<file path="src/rtl/xbar_pkg.sv">
// Package: shared constants for the pin crossbar.
// Describes the group widths in priority order, the signal numbering and
// the direction class of each signal. It assumes the signals are numbered
// in group order, with the lowest offset first.
package xbar_pkg;

    localparam int NGRP = 9;
    localparam int NSIG = 28;

    // Width of each group, with index 0 as the highest rank
    localparam int GRP_W [NGRP] = '{2, 4, 2, 2, 6, 2, 8, 1, 1};

    // 1 = input-class signal (pin level goes to the peripheral)
    localparam logic [NSIG-1:0] SIG_IS_INPUT = 28'h0BFC022A;

    // First signal index of group g
    function automatic int grp_first(int g);
        int acc;
        acc = 0;
        for (int i = 0; i < g; i++) acc += GRP_W[i];
        return acc;
    endfunction

    // Group that owns signal s
    function automatic int sig_group(int s);
        int grp;
        grp = 0;
        for (int i = 0; i < NGRP; i++)
            if (s >= grp_first(i)) grp = i;
        return grp;
    endfunction

    // Offset of signal s inside its group
    function automatic int sig_offset(int s);
        return s - grp_first(sig_group(s));
    endfunction

endpackage

</file>
<file path="src/rtl/xbar_cfg_reg.sv">
// Module: xbar_cfg_reg
// Captures the group enables and the master switch on the clock.
// Assumes a synchronous active-low reset, which clears all enables.
module xbar_cfg_reg #(
    parameter int NGRP = 9
) (
    input  logic            clk,
    input  logic            rst_n,
    input  logic            cfg_xbar_en,
    input  logic [NGRP-1:0] cfg_grp_en,
    output logic            xbar_q,
    output logic [NGRP-1:0] en_q
);

    // Capture the configuration on each edge; reset turns everything off
    always_ff @(posedge clk) begin
        if (!rst_n) begin
            xbar_q <= 1'b0;
            en_q   <= '0;
        end else begin
            xbar_q <= cfg_xbar_en;
            en_q   <= cfg_grp_en;
        end
    end

    // the value captured is the one presented one cycle earlier
    a_r1_capture: assert property (@(posedge clk) disable iff (!rst_n)
        rst_n |=> (en_q == $past(cfg_grp_en)) && (xbar_q == $past(cfg_xbar_en)));

endmodule

</file>
<file path="src/rtl/xbar_alloc.sv">
// Module: xbar_alloc
// Walks the groups in rank order with a running cursor. It gives each
// enabled group that fits the next consecutive pins, then yields the pin
// and a valid flag for every signal. Assumes that NPINS is at least 2.
module xbar_alloc
    import xbar_pkg::*;
#(
    parameter int NPINS = 32,
    localparam int PW   = $clog2(NPINS),
    localparam int IW   = $clog2(NPINS + NSIG + 1)
) (
    input  logic                     xbar_q,
    input  logic [NGRP-1:0]          en_q,
    output logic [NSIG-1:0]          sig_valid,
    output logic [NSIG-1:0][PW-1:0]  sig_pin,
    output logic [IW-1:0]            claim_total
);

    logic [PW-1:0]   base [NGRP];
    logic [NGRP-1:0] fit;
    logic [IW-1:0]   cur;

    // Prefix walk: place each group that is enabled and fits, then advance the cursor
    always_comb begin
        cur = '0;
        for (int g = 0; g < NGRP; g++) begin
            base[g] = cur[PW-1:0];
            fit[g]  = xbar_q && en_q[g] && ((cur + IW'(GRP_W[g])) <= IW'(NPINS));
            if (fit[g]) cur = cur + IW'(GRP_W[g]);
        end
        claim_total = cur;
    end

    // Map each signal to its group's base pin plus its offset
    for (genvar s = 0; s < NSIG; s++) begin : g_sig
        localparam int G   = sig_group(s);
        localparam int OFF = sig_offset(s);
        assign sig_valid[s] = fit[G];
        assign sig_pin[s]   = base[G] + PW'(OFF);
    end

endmodule

</file>
<file path="src/rtl/xbar_pin_mux.sv">
// Module: xbar_pin_mux
// Per pin: finds the signal that claims the pin and selects the driver.
// An output signal drives the pin, an input signal releases it, and an
// unclaimed pin follows its latch as open drain. Assumes the signal map
// comes from xbar_alloc.
module xbar_pin_mux
    import xbar_pkg::*;
#(
    parameter int NPINS = 32,
    localparam int PW   = $clog2(NPINS)
) (
    input  logic                     clk,
    input  logic                     rst_n,
    input  logic [NSIG-1:0]          sig_valid,
    input  logic [NSIG-1:0][PW-1:0]  sig_pin,
    input  logic [NSIG-1:0]          sig_out,
    input  logic [NPINS-1:0]         gpio_latch,
    output logic [NPINS-1:0]         pin_out,
    output logic [NPINS-1:0]         pin_oe,
    output logic [NPINS-1:0]         pin_owned
);

    for (genvar p = 0; p < NPINS; p++) begin : g_pin
        logic [NSIG-1:0] claim;

        // Claim vector: which signals sit on this pin
        for (genvar s = 0; s < NSIG; s++) begin : g_claim
            assign claim[s] = sig_valid[s] && (sig_pin[s] == PW'(p));
        end

        // Driver select: peripheral output, released input, or open-drain latch
        assign pin_owned[p] = |claim;
        assign pin_out[p]   = pin_owned[p] ? |(claim & ~SIG_IS_INPUT & sig_out) : gpio_latch[p];
        assign pin_oe[p]    = pin_owned[p] ? |(claim & ~SIG_IS_INPUT) : ~gpio_latch[p];

        // at most one signal owns a pin
        a_r4_one_owner: assert property (@(posedge clk) disable iff (!rst_n)
            $onehot0(claim));
    end

endmodule

</file>
<file path="src/rtl/xbar_in_route.sv">
// Module: xbar_in_route
// Returns pin levels to the input-class peripheral signals. Output-class
// and unplaced signals read the idle level, which is 1.
module xbar_in_route
    import xbar_pkg::*;
#(
    parameter int NPINS = 32,
    localparam int PW   = $clog2(NPINS)
) (
    input  logic [NSIG-1:0]          sig_valid,
    input  logic [NSIG-1:0][PW-1:0]  sig_pin,
    input  logic [NPINS-1:0]         pin_in,
    output logic [NSIG-1:0]          sig_in
);

    // Per signal: select the pin level when placed and input-class, else idle
    for (genvar s = 0; s < NSIG; s++) begin : g_route
        assign sig_in[s] = (SIG_IS_INPUT[s] && sig_valid[s]) ? pin_in[sig_pin[s]] : 1'b1;
    end

endmodule

</file>
<file path="src/rtl/pin_crossbar.sv">
// Module: pin_crossbar (top)
// A priority crossbar that packs the enabled peripheral groups onto
// NUM_PORTS ports of PORT_W pins each. It registers the configuration,
// computes the placement, then muxes the pins and routes the inputs.
// Assumes a synchronous active-low reset.
module pin_crossbar
    import xbar_pkg::*;
#(
    parameter int NUM_PORTS = 4,
    parameter int PORT_W    = 8,
    localparam int NPINS    = NUM_PORTS * PORT_W,
    localparam int PW       = $clog2(NPINS),
    localparam int IW       = $clog2(NPINS + NSIG + 1)
) (
    input  logic              clk,
    input  logic              rst_n,
    input  logic              cfg_xbar_en,
    input  logic [NGRP-1:0]   cfg_grp_en,
    input  logic [NPINS-1:0]  gpio_latch,
    input  logic [NPINS-1:0]  pin_in,
    input  logic [NSIG-1:0]   sig_out,
    output logic [NPINS-1:0]  pin_out,
    output logic [NPINS-1:0]  pin_oe,
    output logic [NSIG-1:0]   sig_in,
    output logic [NPINS-1:0]  port_rd
);

    logic                    xbar_q;
    logic [NGRP-1:0]         en_q;
    logic [NSIG-1:0]         sig_valid;
    logic [NSIG-1:0][PW-1:0] sig_pin;
    logic [IW-1:0]           claim_total;
    logic [NPINS-1:0]        pin_owned;

    xbar_cfg_reg #(.NGRP(NGRP)) u_cfg (
        .clk(clk), .rst_n(rst_n),
        .cfg_xbar_en(cfg_xbar_en), .cfg_grp_en(cfg_grp_en),
        .xbar_q(xbar_q), .en_q(en_q)
    );

    xbar_alloc #(.NPINS(NPINS)) u_alloc (
        .xbar_q(xbar_q), .en_q(en_q),
        .sig_valid(sig_valid), .sig_pin(sig_pin), .claim_total(claim_total)
    );

    xbar_pin_mux #(.NPINS(NPINS)) u_mux (
        .clk(clk), .rst_n(rst_n),
        .sig_valid(sig_valid), .sig_pin(sig_pin), .sig_out(sig_out),
        .gpio_latch(gpio_latch),
        .pin_out(pin_out), .pin_oe(pin_oe), .pin_owned(pin_owned)
    );

    xbar_in_route #(.NPINS(NPINS)) u_route (
        .sig_valid(sig_valid), .sig_pin(sig_pin), .pin_in(pin_in), .sig_in(sig_in)
    );

    // Port read path: always the live pin level
    assign port_rd = pin_in;

    // with the master switch off, pins are open-drain I/O and inputs idle
    a_r2_off_gpio: assert property (@(posedge clk) disable iff (!rst_n)
        !xbar_q |-> (pin_oe == ~gpio_latch) && (&sig_in));

    // pins owned by the mux match the cursor total from the allocator
    a_r3_claim_count: assert property (@(posedge clk) disable iff (!rst_n)
        $countones(pin_owned) == int'(claim_total));

endmodule

</file>
<file path="config.mk">
export PLATFORM = sky130hd
export DESIGN_NAME = pin_crossbar
export DESIGN_NICKNAME = d
export VERILOG_FILES = /design/src/rtl/xbar_pkg.sv /design/src/rtl/xbar_cfg_reg.sv /design/src/rtl/xbar_alloc.sv /design/src/rtl/xbar_pin_mux.sv /design/src/rtl/xbar_in_route.sv /design/src/rtl/pin_crossbar.sv
export SDC_FILE = /design/constraint.sdc
export NUM_CORES = 1
export LEC_CHECK = 0
export ABC_AREA = 1
export BUFFER_PORTS_ARGS = -buffer_cell sky130_fd_sc_hd__buf_4
export CAP_MARGIN = 20
export CORE_AREA = 5 5 131 133
export CTS_BUF_LIST = sky130_fd_sc_hd__clkbuf_4 sky130_fd_sc_hd__clkbuf_8
export DETAILED_ROUTE_END_ITERATION = 6
export DIE_AREA = 0 0 136 138
export GPL_TIMING_DRIVEN = 0
export PLACE_DENSITY = 0.7
export REMOVE_ABC_BUFFERS = 1
export SLEW_MARGIN = 20
export SYNTH_ARGS = -nofsm -noshare
export SYNTH_HDL_FRONTEND = slang
export SYNTH_SLANG_ARGS = --single-unit
</file>
<file path="constraint.sdc">
create_clock -name clk -period 21.1 [get_ports clk]
set_clock_uncertainty 0.15 [all_clocks]
set_input_delay 4.22 -clock clk [delete_from_list [all_inputs] [get_ports clk]]
set_output_delay 4.22 -clock clk [all_outputs]
set_load 0.01 [all_outputs]
</file>
* Word-level counts from Yosys, hierarchy flattened
Index checks and enable logic that the tools add are counted.
** Storage, ports and cells
- Register bits after elaboration :: 10
- Logic and storage cells :: 1998
** Cells by class
- Add/sub/neg operators :: 26
- $lt $le $gt $ge :: 20
- Equality and inequality tests :: 806
- Muxes and demuxes :: 109
- Bitwise operators :: 64
- Reductions and logical operators :: 971
** Operators by type and width (number)
- $eq 5x5->1 const B :: 400
- $eq 5x4->1 const B :: 200
- $and 27x28->28 :: 32
- $reduce_or 28->1 :: 32
- $logic_and 1x1->1 :: 849
- $reduce_or 26->1 :: 30
- $eq 5x3->1 const B :: 100
- $reduce_or 14->1 :: 31
- $eq 5x2->1 const B :: 50
- $logic_not 5->1 :: 26
- $eq 5x1->1 const B :: 25
- $mux 1 :: 89
- $eq 2x5->1 const B :: 16
- $lt 5x6->1 const B :: 12
- $bmux 1 s5 :: 12
- $reduce_or 27->1 :: 2
- $le 6x6->1 const B :: 8
- $mux 6 :: 7
- $eq 2x4->1 const B :: 8
- $not 1->1 :: 32
- $add 5x1->5 const B :: 6
- $add 5x2->5 const B :: 6
- $add 5x3->5 const B :: 6
- $add 6x2->6 const B :: 3
- other kinds (8) :: 14

* Logic depth before layout (Yosys ltp)
- Depth after elaboration :: 36
- Mapped depth :: 43
- Mapped depth without buffers :: 41

* Hierarchy
From an unflattened synthesis, not the netlist that was laid out.
** Unflattened totals
- Cells, all modules :: 5048
- Area, all modules :: 22288.9 um^2
** By module, submodules not included
- xbar_pin_mux :: times used 1, cells an instance 3653, area each 14940.6 um^2, seq. area each 0.0 um^2
- xbar_in_route :: times used 1, cells an instance 1029, area each 4867.2 um^2, seq. area each 0.0 um^2
- xbar_alloc :: times used 1, cells an instance 303, area each 1954.4 um^2, seq. area each 0.0 um^2
- xbar_cfg_reg :: times used 1, cells an instance 31, area each 286.5 um^2, seq. area each 200.2 um^2
- pin_crossbar :: times used 1, cells an instance 32, area each 240.2 um^2, seq. area each 0.0 um^2

* Worst setup path before layout
No wires, ideal clock.
- Path kind :: register to output
- From :: register u_cfg.xbar_q
- To :: output pin_oe[14]
- Arrival time :: 6237 ps
- Required time :: 16730 ps
- Setup slack :: 10493 ps
- Cell stages (with the launch flop) :: 42
- Buffers on the path :: 4
- Cells stage by stage :: dfxtp_1 -> buf_6 -> nand2_2 -> ha_1 -> nand3_1 -> nand2_1 -> inv_1 -> ha_1 -> nand2_1 -> nand2_1 -> ha_1 -> or2_2 -> nand2_1 -> ha_1 -> inv_1 -> nand2_1 -> nand2_1 -> nor2_2 -> (+6 left out) -> nand3_2 -> nor2_2 -> nor2_4 -> nand2_1 -> nand2_1 -> buf_6 -> nor2_2 -> inv_1 -> nor2_1 -> ha_1 -> or2_2 -> nor2_1 -> nand3_2 -> nand2_4 -> buf_8 -> nand3_2 -> nand3b_1 -> nand2_1
** On the way
- Word-level cells in the longest chain between the ends :: 36
** Ends and longest elaborated chain
- from (decl) :: RTL line xbar_cfg_reg.sv:11 : output logic xbar_q,
- from (signal assigned) :: RTL line xbar_cfg_reg.sv:21 : xbar_q <= cfg_xbar_en;
- $logic_and 1x1->1 :: RTL line xbar_alloc.sv:28 : fit[g] = xbar_q && en_q[g] && ((cur + IW'(GRP_W[g])) <= IW'(NPINS));
- $mux 2 :: RTL line xbar_alloc.sv:29 : if (fit[g]) cur = cur + IW'(GRP_W[g]);
- $add 6x3->6 :: RTL line xbar_alloc.sv:28, xbar_alloc.sv:29
- $le 6x6->1 :: RTL line xbar_alloc.sv:28
- $logic_and 1x1->1 :: RTL line xbar_alloc.sv:28
- $mux 6 :: RTL line xbar_alloc.sv:29
- $add 6x2->6 :: RTL line xbar_alloc.sv:28, xbar_alloc.sv:29
- $le 6x6->1 :: RTL line xbar_alloc.sv:28
- (+20 left out)
- $logic_and 1x1->1 :: RTL line xbar_alloc.sv:28
- $mux 6 :: RTL line xbar_alloc.sv:29
- $add 6x1->6 :: RTL line xbar_alloc.sv:28
- $le 6x6->1 :: RTL line xbar_alloc.sv:28
- $logic_and 1x1->1 :: RTL line xbar_alloc.sv:28
- $logic_and 1x1->1 :: RTL line xbar_pin_mux.sv:28 : assign claim[s] = sig_valid[s] && (sig_pin[s] == PW'(p));
- $reduce_or 26->1 :: RTL line xbar_pin_mux.sv:32 : assign pin_owned[p] = |claim;
- $mux 1 (*) :: RTL line xbar_pin_mux.sv:34 : assign pin_oe[p] = pin_owned[p] ? |(claim & ~SIG_IS_INPUT) : ~gpio_latch[p];
- to (decl) :: RTL line pin_crossbar.sv:23 : output logic [NPINS-1:0] pin_oe,
Mark *: on every way between the ends. The rest lies on a longest branch, timed or not.

* Final worst setup path
- From :: register u_cfg.xbar_q
- To :: output pin_oe[0]
** On the way
- Word-level cells in the longest chain between the ends :: 36
** Ends and longest elaborated chain (RTL line)
- $logic_and 1x1->1 :: xbar_alloc.sv:28
- $mux 2 :: xbar_alloc.sv:29
- $add 6x3->6 :: xbar_alloc.sv:28, xbar_alloc.sv:29
- $le 6x6->1 :: xbar_alloc.sv:28
- $logic_and 1x1->1 :: xbar_alloc.sv:28
- $mux 6 :: xbar_alloc.sv:29
- $add 6x2->6 :: xbar_alloc.sv:28, xbar_alloc.sv:29
- $le 6x6->1 :: xbar_alloc.sv:28
- (+20 left out)
- $logic_and 1x1->1 :: xbar_alloc.sv:28
- $mux 6 :: xbar_alloc.sv:29
- $add 6x1->6 :: xbar_alloc.sv:28
- $le 6x6->1 :: xbar_alloc.sv:28
- $logic_and 1x1->1 :: xbar_alloc.sv:28
- $logic_and 1x1->1 :: xbar_pin_mux.sv:28
- $reduce_or 27->1 :: xbar_pin_mux.sv:32
- $mux 1 (*) :: xbar_pin_mux.sv:34
Marked as above.

==> impl_results.md <==
* Status: complete, no violations
* Slew Limit Fails at 0
* Setup CP Type: reg2out
* Vias in the first global route at 8337
* Tcrit/Tclk final at 0.629
* Initial Utilization at 0.434
* CP arrival at 8.90 ns
* Comb pwr share at 0.788
* Antenna Nets Post-Route at 0
* Synth unique cells at 48
* Cells after Synth at 1305
* Commonest cells after routing, fill and taps aside: nand2_1, inv_1, buf_4
* CTS Hold Bufs at 0
* Dpl hpwl at roughly 23000 um
* Reg clk slew, reported paths at 0.04 ns
* Min Tclk post-route at 13.27 ns
* Routability-driven placement congestion ratio at 0.971
* Max frequency at 75.4 MHz
* Critical Path Fanout Max at 32
* Slew margin rel. at 0.293
* Multi-input logic area at 0.00526 mm2
* Switching Share at 0.541
* Total chip power at 187 uW
* Root Buffer: clkbuf_8
* Buf/Inv on CP at 6
* Antenna Cells at 0
* Worst VDD drop at 0.0318 mV
* Most used routing layer: met2
* First drt pass iteration count at 6
* CTS Buffer Depth at 2
* Slowest cell on crit path: o21ai_2
* Initial DRC count at 994
* Routed WL at 28700 um
* Vias/cell at 5.54
* Total area of sequential cells at 200 um2
* Setup violators final at 0
* Crit start category: flip-flop
* GR met3 Demand/Resource at 0.0294
* Worst Tran Pin Value at 1.06 ns
* Die Ht at about 140 um
* Hold Slack at between 4 and 5 ns
* Met2 usage at 0.481
* Die Wd at 136 um
* GRT Util Overall at 0.287
* Sinks on Clock Net at 10
* DRC violations left at 0
* Synthesis-to-finish area growth at 19.0%
* Nets@finish at 1572
* HP Class: in2reg
* Sequential power share at 0.113
* RSZ-0062 raised after global routing: false
* Sequential-to-total area share from yosys stat at 0.0294
* Max H-tree Level at 1
* PD cells at 23.0 mW/mm2
* CORE AREA at 0.0157 mm2
* Hold Violations, Final at 0
* Commonest non-fill, non-tap cell in the layout: nand2_1
* I/O pin count at approximately 230
* Die Footprint at 0.0188 mm2
* Vias at 9142
* Fin Setup TNS at 0 ns
* Sw power at approximately 100 uW
* First-pass GRT wire length at 44200 um
* Largest net degree at the start of global routing at 54
* GRT met1 Usage at 0.391
* Port bufs at 199
* Drt wl/cell at 17.4 um
* Placement Rows at 46
* Clock network fraction of design power at 0.099
* Syn avg cell area at 5.22 um2
* Syn Std Cell Area at 0.00681 mm2
* Yosys warning count at 0
* Final core area utilization at 0.516
* Initial antenna violation count at 0
* Post-CTS setup buffers at 0
* CTS resizes at 0
* GRT overflow at 0
* CP Data Required Time at between 15 and 20 ns
* CTS Buf Count at 3
* Int Power at 85.6 uW
* Highest cell delay on the worst timing path at 0.87 ns
* Delay-heaviest family, CP: simple AND/OR/NAND/NOR gates
* Share of layout cells above drive strength 1 at 0.205
* Flops & latches, synth at 10
* Crit end category: output port
* Max cap viols at 0
* Pleak at 0.00407 uW
* CTS tree: done
* # fillers at 1780
[flip-flops by register name, indices dropped and copies added (netlist names)]
register,cells
u_cfg.en_q,9
u_cfg.xbar_q,1
[through the flow]
step	worst slack [ns]	instances	instance area, um2
after global placement	8.27	1646	8060
after CTS	7.90	1649	8100
after global routing	7.18	1649	8100
after floorplan	9.86	1231	6300
final	7.83	1649	8100
after detailed placement	8.14	1646	8060
[worst paths after layout]
| check | startpoint | endpoint | slack, ns | cells after the start |
|---|---|---|---|---|
| setup / recovery | u_cfg.xbar_q | pin_oe[0] | 7.83 | 36 |
| hold / removal | cfg_xbar_en | u_cfg.xbar_q | 4.02 | 3 |
[final cells by class]
class                      count  area share
multi-input combinational    998       0.649
timing repair buffer         199       0.184
inverter                     223       0.103
tap                          216      0.0334
sequential                    10      0.0247
clock buffer                   3     0.00510
[Yosys cell counts, drive strengths merged]
cell	number	area share
a211o	2	0.0026
o221ai	8	0.010
nor2	173	0.10
and2	1	0.00092
dfxtp	10	0.029
nand3	131	0.12
xor2	4	0.0062
a22oi	8	0.0088
buf	65	0.071
or2	4	0.0037
o21bai	2	0.0028
nand4	9	0.010
nor3	40	0.029
o2111ai	12	0.015
clkinv	1	0.00055
nand3b	33	0.036
clkbuf	23	0.013
inv	222	0.12
a21oi	32	0.024
or3	2	0.0018
o32ai	1	0.0013
conb	1	0.00055
a31oi	4	0.0037
a2111oi	1	0.0013
a211oi	13	0.014
nor3b	2	0.0022
o22ai	20	0.018
o21ai	76	0.057
o211ai	15	0.017
a221oi	2	0.0026
nor4	1	0.00092
nand2	354	0.21
ha	33	0.061
[power by group through the flow]
stage	combinational (uW)	clock [uW]	sequential, uW
4_1_cts	144	18.9	21.1
2_1_floorplan	78.4	0	21.2
5_1_grt	160	20.2	21.3
6_report	147	18.5	21.1
3_3_place_gp	143	0	21.4
3_5_place_dp	144	0	21.5
[layer usage]
layer	up-vias	part of all wire
met4	0	0.028
met5	-	0
met3	66	0.089
met1	4158	0.42
li1	4426	-
met2	492	0.46
[kinds of logic (layout without fill, tap and decap cells)]
kind of cell	Yosys count	after routing	synth area share
simple gates	750	750	0.519
buf+inv	311	425	0.206
compound gates	196	196	0.178
fa+ha+maj	33	33	0.0606
flops	10	10	0.0294
xor+xnor	4	4	0.00625
other cells	1	15	0.000551
(Power assumes the default switching activity.)
